$ cat config.mk
export PLATFORM = sky130hd
export DESIGN_NAME = crc32_regs
export DESIGN_NICKNAME = d
export VERILOG_FILES = /design/src/rtl/crc32_regs.sv
export SDC_FILE = /design/constraint.sdc
export NUM_CORES = 2
export LEC_CHECK = 0
export BUFFER_PORTS_ARGS = -buffer_cell sky130_fd_sc_hd__clkbuf_2
export CORE_MARGIN = 3
export CORE_UTILIZATION = 60
export CTS_CLUSTER_DIAMETER = 120
export DETAILED_ROUTE_END_ITERATION = 8
export PLACE_DENSITY = 0.8
export SLEW_MARGIN = 20
export SYNTH_ARGS = -nofsm -noshare
export SYNTH_HDL_FRONTEND = slang
export SYNTH_SLANG_ARGS = --single-unit
$ cat constraint.sdc
create_clock -name clk -period 14 [get_ports clk]
set_input_delay 0.7 -clock clk [delete_from_list [all_inputs] [get_ports clk]]
set_output_delay 0.7 -clock clk [all_outputs]
set_load 0.01 [all_outputs]
$ cat src/rtl/crc32_regs.sv
module crc32_regs #(
  parameter int          ADDR_W   = 5,
  parameter logic [31:0] INIT_RST = 32'hFFFFFFFF,
  parameter logic [31:0] POLY_RST = 32'h04C11DB7
) (
  input  logic              clk,
  input  logic              rst_n,
  input  logic              bus_wr,
  input  logic [ADDR_W-1:0] bus_addr,
  input  logic [3:0]        bus_be,
  input  logic [31:0]       bus_wdata,
  output logic [31:0]       bus_rdata
);
  localparam logic [ADDR_W-1:0] A_DATA = ADDR_W'(8'h00);
  localparam logic [ADDR_W-1:0] A_CTRL = ADDR_W'(8'h08);
  localparam logic [ADDR_W-1:0] A_SEED = ADDR_W'(8'h10);
  localparam logic [ADDR_W-1:0] A_POLY = ADDR_W'(8'h14);

  logic [31:0] crc_q, init_q, poly_q;
  logic [1:0]  rev_in_q;
  logic        rev_out_q;

  function automatic logic [31:0] swizzle(input logic [31:0] v, input logic [1:0] m);
    logic [31:0] r;
    for (int i = 0; i < 32; i++) begin
      case (m)
        2'b01:   r[i] = v[(i & ~7)  | (7  - (i & 7))];
        2'b10:   r[i] = v[(i & ~15) | (15 - (i & 15))];
        2'b11:   r[i] = v[31 - i];
        default: r[i] = v[i];
      endcase
    end
    return r;
  endfunction

  function automatic logic [31:0] fold(input logic [31:0] c, input logic [31:0] p, input int n);
    logic [31:0] r;
    r = c;
    for (int i = 0; i < 32; i++)
      if (i < n) r = r[31] ? ((r << 1) ^ p) : (r << 1);
    return r;
  endfunction

  wire hit_data = bus_wr && (bus_addr == A_DATA);
  wire hit_ctrl = bus_wr && (bus_addr == A_CTRL) && bus_be[0];
  wire word_wr  = hit_data && (bus_be == 4'b1111);
  wire byte_wr  = hit_data && (bus_be == 4'b0001);

  wire [7:0]  byte_in  = (rev_in_q != 2'b00) ? swizzle({24'h0, bus_wdata[7:0]}, 2'b01) : bus_wdata[7:0];
  wire [31:0] crc_word = fold(crc_q ^ swizzle(bus_wdata, rev_in_q), poly_q, 32);
  wire [31:0] crc_byte = fold(crc_q ^ {byte_in, 24'h0}, poly_q, 8);

  always_ff @(posedge clk or negedge rst_n) begin
    if (!rst_n) begin
      crc_q     <= INIT_RST;
      init_q    <= INIT_RST;
      poly_q    <= POLY_RST;
      rev_in_q  <= 2'b00;
      rev_out_q <= 1'b0;
    end else begin
      if (word_wr) crc_q <= crc_word;
      else if (byte_wr) crc_q <= crc_byte;
      else if (hit_ctrl && bus_wdata[0]) crc_q <= init_q;
      if (hit_ctrl) begin
        rev_in_q  <= bus_wdata[6:5];
        rev_out_q <= bus_wdata[7];
      end
      for (int b = 0; b < 4; b++) begin
        if (bus_wr && bus_addr == A_SEED && bus_be[b]) init_q[8*b +: 8] <= bus_wdata[8*b +: 8];
        if (bus_wr && bus_addr == A_POLY && bus_be[b]) poly_q[8*b +: 8] <= bus_wdata[8*b +: 8];
      end
    end
  end

  always_comb begin
    case (bus_addr)
      A_DATA:  bus_rdata = rev_out_q ? swizzle(crc_q, 2'b11) : crc_q;
      A_CTRL:  bus_rdata = {24'h0, rev_out_q, rev_in_q, 5'b00000};
      A_SEED:  bus_rdata = init_q;
      A_POLY:  bus_rdata = poly_q;
      default: bus_rdata = 32'h0;
    endcase
  end
endmodule


* Word level (Yosys, flattened, before mapping)
Cells that the tools add are included.
** Storage, ports and cells
- Output and inout port bits :: 32
- Input port bits :: 44
- Bits in registers :: 99
- Logic and storage cells :: 158
** Cells by class
- Mux-type cells :: 78
- Reductions and logical operators :: 19
- Equality and inequality tests :: 8
- Bitwise operators :: 42
** Operators with widths (count)
- 2-to-1 mux 32 bit :: 44
- XOR 32 bit :: 42
- case mux 32 bit (4 select lines) :: 1
- case mux 1 bit (3 select lines) :: 32
- logical AND 1 bit :: 16
- equality test 5 bit (second input constant) :: 2
- 2-to-1 mux 8 bit :: 1
- equality test 5 x 4 -> 1 bit (second input constant) :: 1
- logical NOT 5 bit :: 1
- equality test 2 bit (second input constant) :: 2
- equality test 4 x 1 -> 1 bit (second input constant) :: 1
- equality test 4 bit (second input constant) :: 1
- nonzero test 3 bit :: 1
- equality test 2 x 1 -> 1 bit (second input constant) :: 1
- nonzero test 2 bit :: 1

* Depth between registers and ports, before layout
- Depth in word-level cells :: 68
- Mapped depth :: 59
- Mapped depth without buffers :: 45

* Worst setup path before layout
Ideal clock, no wire load.
- Path type :: input port to flip-flop
- Start point :: input port bus_wdata[2]
- End point :: register crc_q[14]
- Library setup time :: 93 ps
- Setup slack :: 779 ps
- Stages :: 52
- Arrival time :: 13129 ps
- Required time :: 13907 ps
- Path buffers :: 7
- Cells stage by stage :: mux4_2 -> xnor2_1 -> or3_1 -> a21oi_1 -> o21ai_1 -> and4_1 -> buf_4 -> or4_4 -> a31oi_2 -> a211oi_1 -> o31a_1 -> o21ai_4 -> nand2_1 -> a222oi_1 -> a32oi_4 -> a32oi_4 -> and3_1 -> buf_2 -> (+16 left out) -> a21oi_1 -> a221oi_1 -> or4_1 -> o211a_2 -> xnor2_4 -> xor3_2 -> o21ai_1 -> and3_1 -> a311oi_4 -> xnor2_1 -> buf_2 -> buf_2 -> nor3_1 -> or4_1 -> a221oi_2 -> xnor2_1 -> xnor2_1 -> a21oi_1
** Between the ends
- Word-level cells in the longest chain between the ends :: 66
** Ends and longest elaborated chain
- start, declared :: line 11 : input logic [31:0] bus_wdata,
- case mux 1 bit (3 select lines) :: line 26 : case (m)
- XOR 32 bit :: line 50 : wire [31:0] crc_word = fold(crc_q ^ swizzle(bus_wdata, rev_in_q), poly_q, 32);
- XOR 32 bit :: line 40 : if (i < n) r = r[31] ? ((r << 1) ^ p) : (r << 1);
- 2-to-1 mux 32 bit :: line 40
- XOR 32 bit :: line 40
- 2-to-1 mux 32 bit :: line 40
- XOR 32 bit :: line 40
- 2-to-1 mux 32 bit :: line 40
- (+50 left out)
- 2-to-1 mux 32 bit / XOR 32 bit (equally long branches) :: line 40
- XOR 32 bit / 2-to-1 mux 32 bit (equally long branches) :: line 40
- 2-to-1 mux 32 bit :: line 40
- XOR 32 bit :: line 40
- 2-to-1 mux 32 bit :: line 40
- XOR 32 bit :: line 40
- 2-to-1 mux 32 bit :: line 40
- 2-to-1 mux 32 bit (*) :: line 61 : if (word_wr) crc_q <= crc_word;
- end signal, assigned :: line 61
- end signal, assigned :: line 62 : else if (byte_wr) crc_q <= crc_byte;
- end signal, assigned :: line 63 : else if (hit_ctrl && bus_wdata[0]) crc_q <= init_q;
- end, declared :: line 19 : logic [31:0] crc_q, init_q, poly_q;
Every way passes the cells marked *; elsewhere a longest branch is shown, timed or not.
A chain may end at the register's enable or synchronous reset.

* Worst setup path in the final report
- Start point :: register rev_in_q[1]
- End point :: register crc_q[29]
** Between the ends
- Word-level cells in the longest chain between the ends :: 67
** Ends and longest elaborated chain
- start, declared :: line 20 : logic [1:0] rev_in_q;
- start signal, assigned :: line 65 : rev_in_q <= bus_wdata[6:5];
- equality test 2 bit / equality test 2 x 1 -> 1 bit (equally long branches) :: line 26
- case mux 1 bit (3 select lines) :: line 26
- XOR 32 bit :: line 50
- XOR 32 bit :: line 40
- 2-to-1 mux 32 bit :: line 40
- XOR 32 bit :: line 40
- 2-to-1 mux 32 bit :: line 40
- 2-to-1 mux 32 bit / XOR 32 bit (equally long branches) :: line 40
- (+51 left out)
- 2-to-1 mux 32 bit / XOR 32 bit (equally long branches) :: line 40
- XOR 32 bit / 2-to-1 mux 32 bit (equally long branches) :: line 40
- 2-to-1 mux 32 bit / XOR 32 bit (equally long branches) :: line 40
- XOR 32 bit / 2-to-1 mux 32 bit (equally long branches) :: line 40
- 2-to-1 mux 32 bit / XOR 32 bit (equally long branches) :: line 40
- XOR 32 bit / 2-to-1 mux 32 bit (equally long branches) :: line 40
- 2-to-1 mux 32 bit :: line 40
- 2-to-1 mux 32 bit (*) :: line 61
Marks and branches as above.

==> out/qor.txt <==
status: completed
Critical Path AT: 13,850 ps
Mapped Cells: 4,259
antenna cells: 0
min Tclk post-route: 13,580 ps
worst hold path type: primary input to asynchronous set/reset pin
final RePlAce weighted congestion: 1.04
Num CTS Buffers: 9
Starting Density: 0.614
Critical Path RT: 14,270 ps
final period utilization: 0.970
max_cap viols: 0
share of cells above drive strength 1: 0.174
GRT Util Overall: 0.405
Synth Flop Type: dfstp_2
cts hold-fix bufs: 0
worst reg2reg path depth: 50
# H-tree levels: 3
fin nets: 4,205
Syn-to-layout area delta: 8.67%
slowest stage cell, crit path: or4_4
Post-synth ARST share: 1.00
crit path kind: flip-flop to flip-flop
post-synthesis sequential area ratio: 0.0869
setup ws final: 418 ps
Vias: 31,958
CP endpoint kind: flip-flop
Rel. slew slack: 0.253
Worst-Margin Slew: 1120 ps
first-pass GRT wire length: 171,000 um
Post-synth EDFFs: 0
initial DRC count: 4,504
Top-Level Pins: 76
die area: 52,100 um2
Syn Std Cell Area: 29,600 um2
detailed-route DRC error count: 0
Avg WL per Cell: 23.2 um
Avg Synthesized Cell Area: 6.96 um2
clock sinks: 99
post-DP HPWL: 77,400 um
pre-CTS WS: -438 ps
r2r startpoint: rev_in_q[1]
worst-skew pair later-pin latency: 380 ps
via/cell ratio: 6.63
core area: 48,200 um2
Max Clk Rate: 73.6 MHz
Synthesis Warnings: 0
Root Driver: clkbuf_16
die width: 228 um
Crit path buffers/inverters: 7
Setup-failing EPs final: 0
Longest Clk Path Bufs: 2
Max FO, Critical Path: 29
largest net degree at the start of global routing: 85
clk_skew: 16.0 ps
Netlist cell types: 108
Post-DRT Antenna Nets: 0
Startpoint Class: flip-flop
Hold Fails Final Rpt: 0
Pre-antenna DRT Iters: 9
PortBufs: 75
flops & latches, synth: 99
Worst R2R Setup Slack: 420 ps
TritonCTS clock tree: built
vias in the first global route: 29,287
Die Y: 228 um
final slew viol count: 0
RR Endpoint: crc_q[29]
Core Rows: 80
CP peak stage delay: 550 ps
WL final: 112,000 um
Mapped Nets: 4,303
final global-route overflow total: 0
Clock transition at path regs: 80 ps
antenna violations before repair: 3
Worst path top cell family by delay: compound AO/OA/AOI/OAI gates
-- layer usage --
layer / global-route usage / vias up / share of wire / wire (um)
met5: 0 / - / 0.00049 / 55
met4: 0.250 / 8 / 0.075 / 8370
met3: 0.103 / 529 / 0.12 / 13700
met2: 0.625 / 2165 / 0.43 / 48200
met1: 0.507 / 14976 / 0.37 / 41400
li1: - / 14280 / - / -
-- worst register-to-register path, delay by kind of cell (launching register included) --
family | cells | cell delay [ps]
AO/OA/AOI/OAI | 18 | 4810
XOR/XNOR | 10 | 2680
buffers and inverters | 7 | 1390
flip-flops | 1 | 430
multiplexers | 2 | 970
AND/OR/NAND/NOR | 13 | 3180
-- state kept, by name (all words and copies together) (netlist names) --
name and cells:
init_q 32, rev_out_q 1, poly_q 32, rev_in_q 2, crc_q 32
-- cells in the final DEF (no fill, tap or decap), types with 74 or more instances in the layout --
| cell type | instances |
|---|---|
| nand2_1 | 1131 |
| xnor2_1 | 1018 |
| buf_4 | 241 |
| o21ai_0 | 171 |
| a21oi_1 | 124 |
| nor2_1 | 101 |
| mux2i_1 | 87 |
| mux2_2 | 81 |
| dfstp_2 | 78 |
| a32oi_1 | 77 |
| clkbuf_2 | 74 |
-- metrics by stage --
step | instance area (um2) | setup TNS [ps] | utilization | hold slack, ps | instances
finish | 32200 | 0 | 0.667 | 400 | 4822
global route | 32200 | -245 | 0.667 | 462 | 4822
CTS | 31500 | 0 | 0.652 | 473 | 4799
detailed placement | 31100 | -8000 | 0.645 | 579 | 4782
global placement | 31100 | -3070 | 0.645 | 576 | 4782
floorplan | 29600 | 0 | - | 404 | 4259
-- kinds of logic after synthesis --
logic type | after synthesis | share of synthesized area
AOI/OAI and AO/OA | 806 | 0.191
xor gates and xnor gates | 1143 | 0.351
buffers and inverters | 450 | 0.0600
DFF | 99 | 0.0869
muxes | 207 | 0.0872
and+or+nand+nor | 1554 | 0.224
-- timing repair --
item,CTS,global route
pin swaps,1,18
cloned,0,1
endpoints found under the setup margin,20,32
resized for setup,2,104
buffers inserted,1,22
-- how the worst max path moves through the flow --
stage | start | to | slack (ps) | cells after the start
3_3_place_gp | bus_wdata[2] | crc_q[16] | -250 | 48
4_1_cts | rev_in_q[1] | crc_q[1] | 20 | 50
2_1_floorplan | bus_wdata[2] | crc_q[14] | 780 | 52
3_5_place_dp | bus_wdata[2] | crc_q[16] | -440 | 47
6_report | rev_in_q[1] | crc_q[29] | 420 | 50
5_1_grt | rev_in_q[1] | crc_q[16] | -70 | 50
-- synth_stat cells, drive strengths merged, types with 21 or more instances --
library cell  instances  area share
dfstp                78       0.069
nor2                105       0.013
nand3                61       0.010
mux4                 32       0.024
a211oi               22      0.0059
a221oi               21      0.0090
o221ai               29      0.0086
buf                 152       0.022
a32oi                79       0.025
and3                 37      0.0080
o22ai                60       0.013
a21o                 22      0.0056
mux2                 82       0.031
xnor2              1051        0.31
mux2i                93       0.032
nand2              1136        0.14
clkbuf              289       0.037
a21oi               135       0.023
dfrtp                21       0.018
xor2                 70       0.022
o211ai               35      0.0090
nand4                23      0.0053
nor3                 69       0.012
o21ai               213       0.036
-- area by class of cell --
| class | count | area [um2] |
|---|---|---|
| clock buffer | 9 | 225 |
| clock inverter | 7 | 78.8 |
| fill | 4180 | 16000 |
| inverter | 9 | 33.8 |
| multi-input combinational | 3711 | 26000 |
| sequential | 99 | 2600 |
| tap | 656 | 821 |
| timing repair buffer | 331 | 2420 |
Power is left out: the tool's default activity adds up to more than one toggle a clock period on the data nets, which glitch-free logic cannot reach.
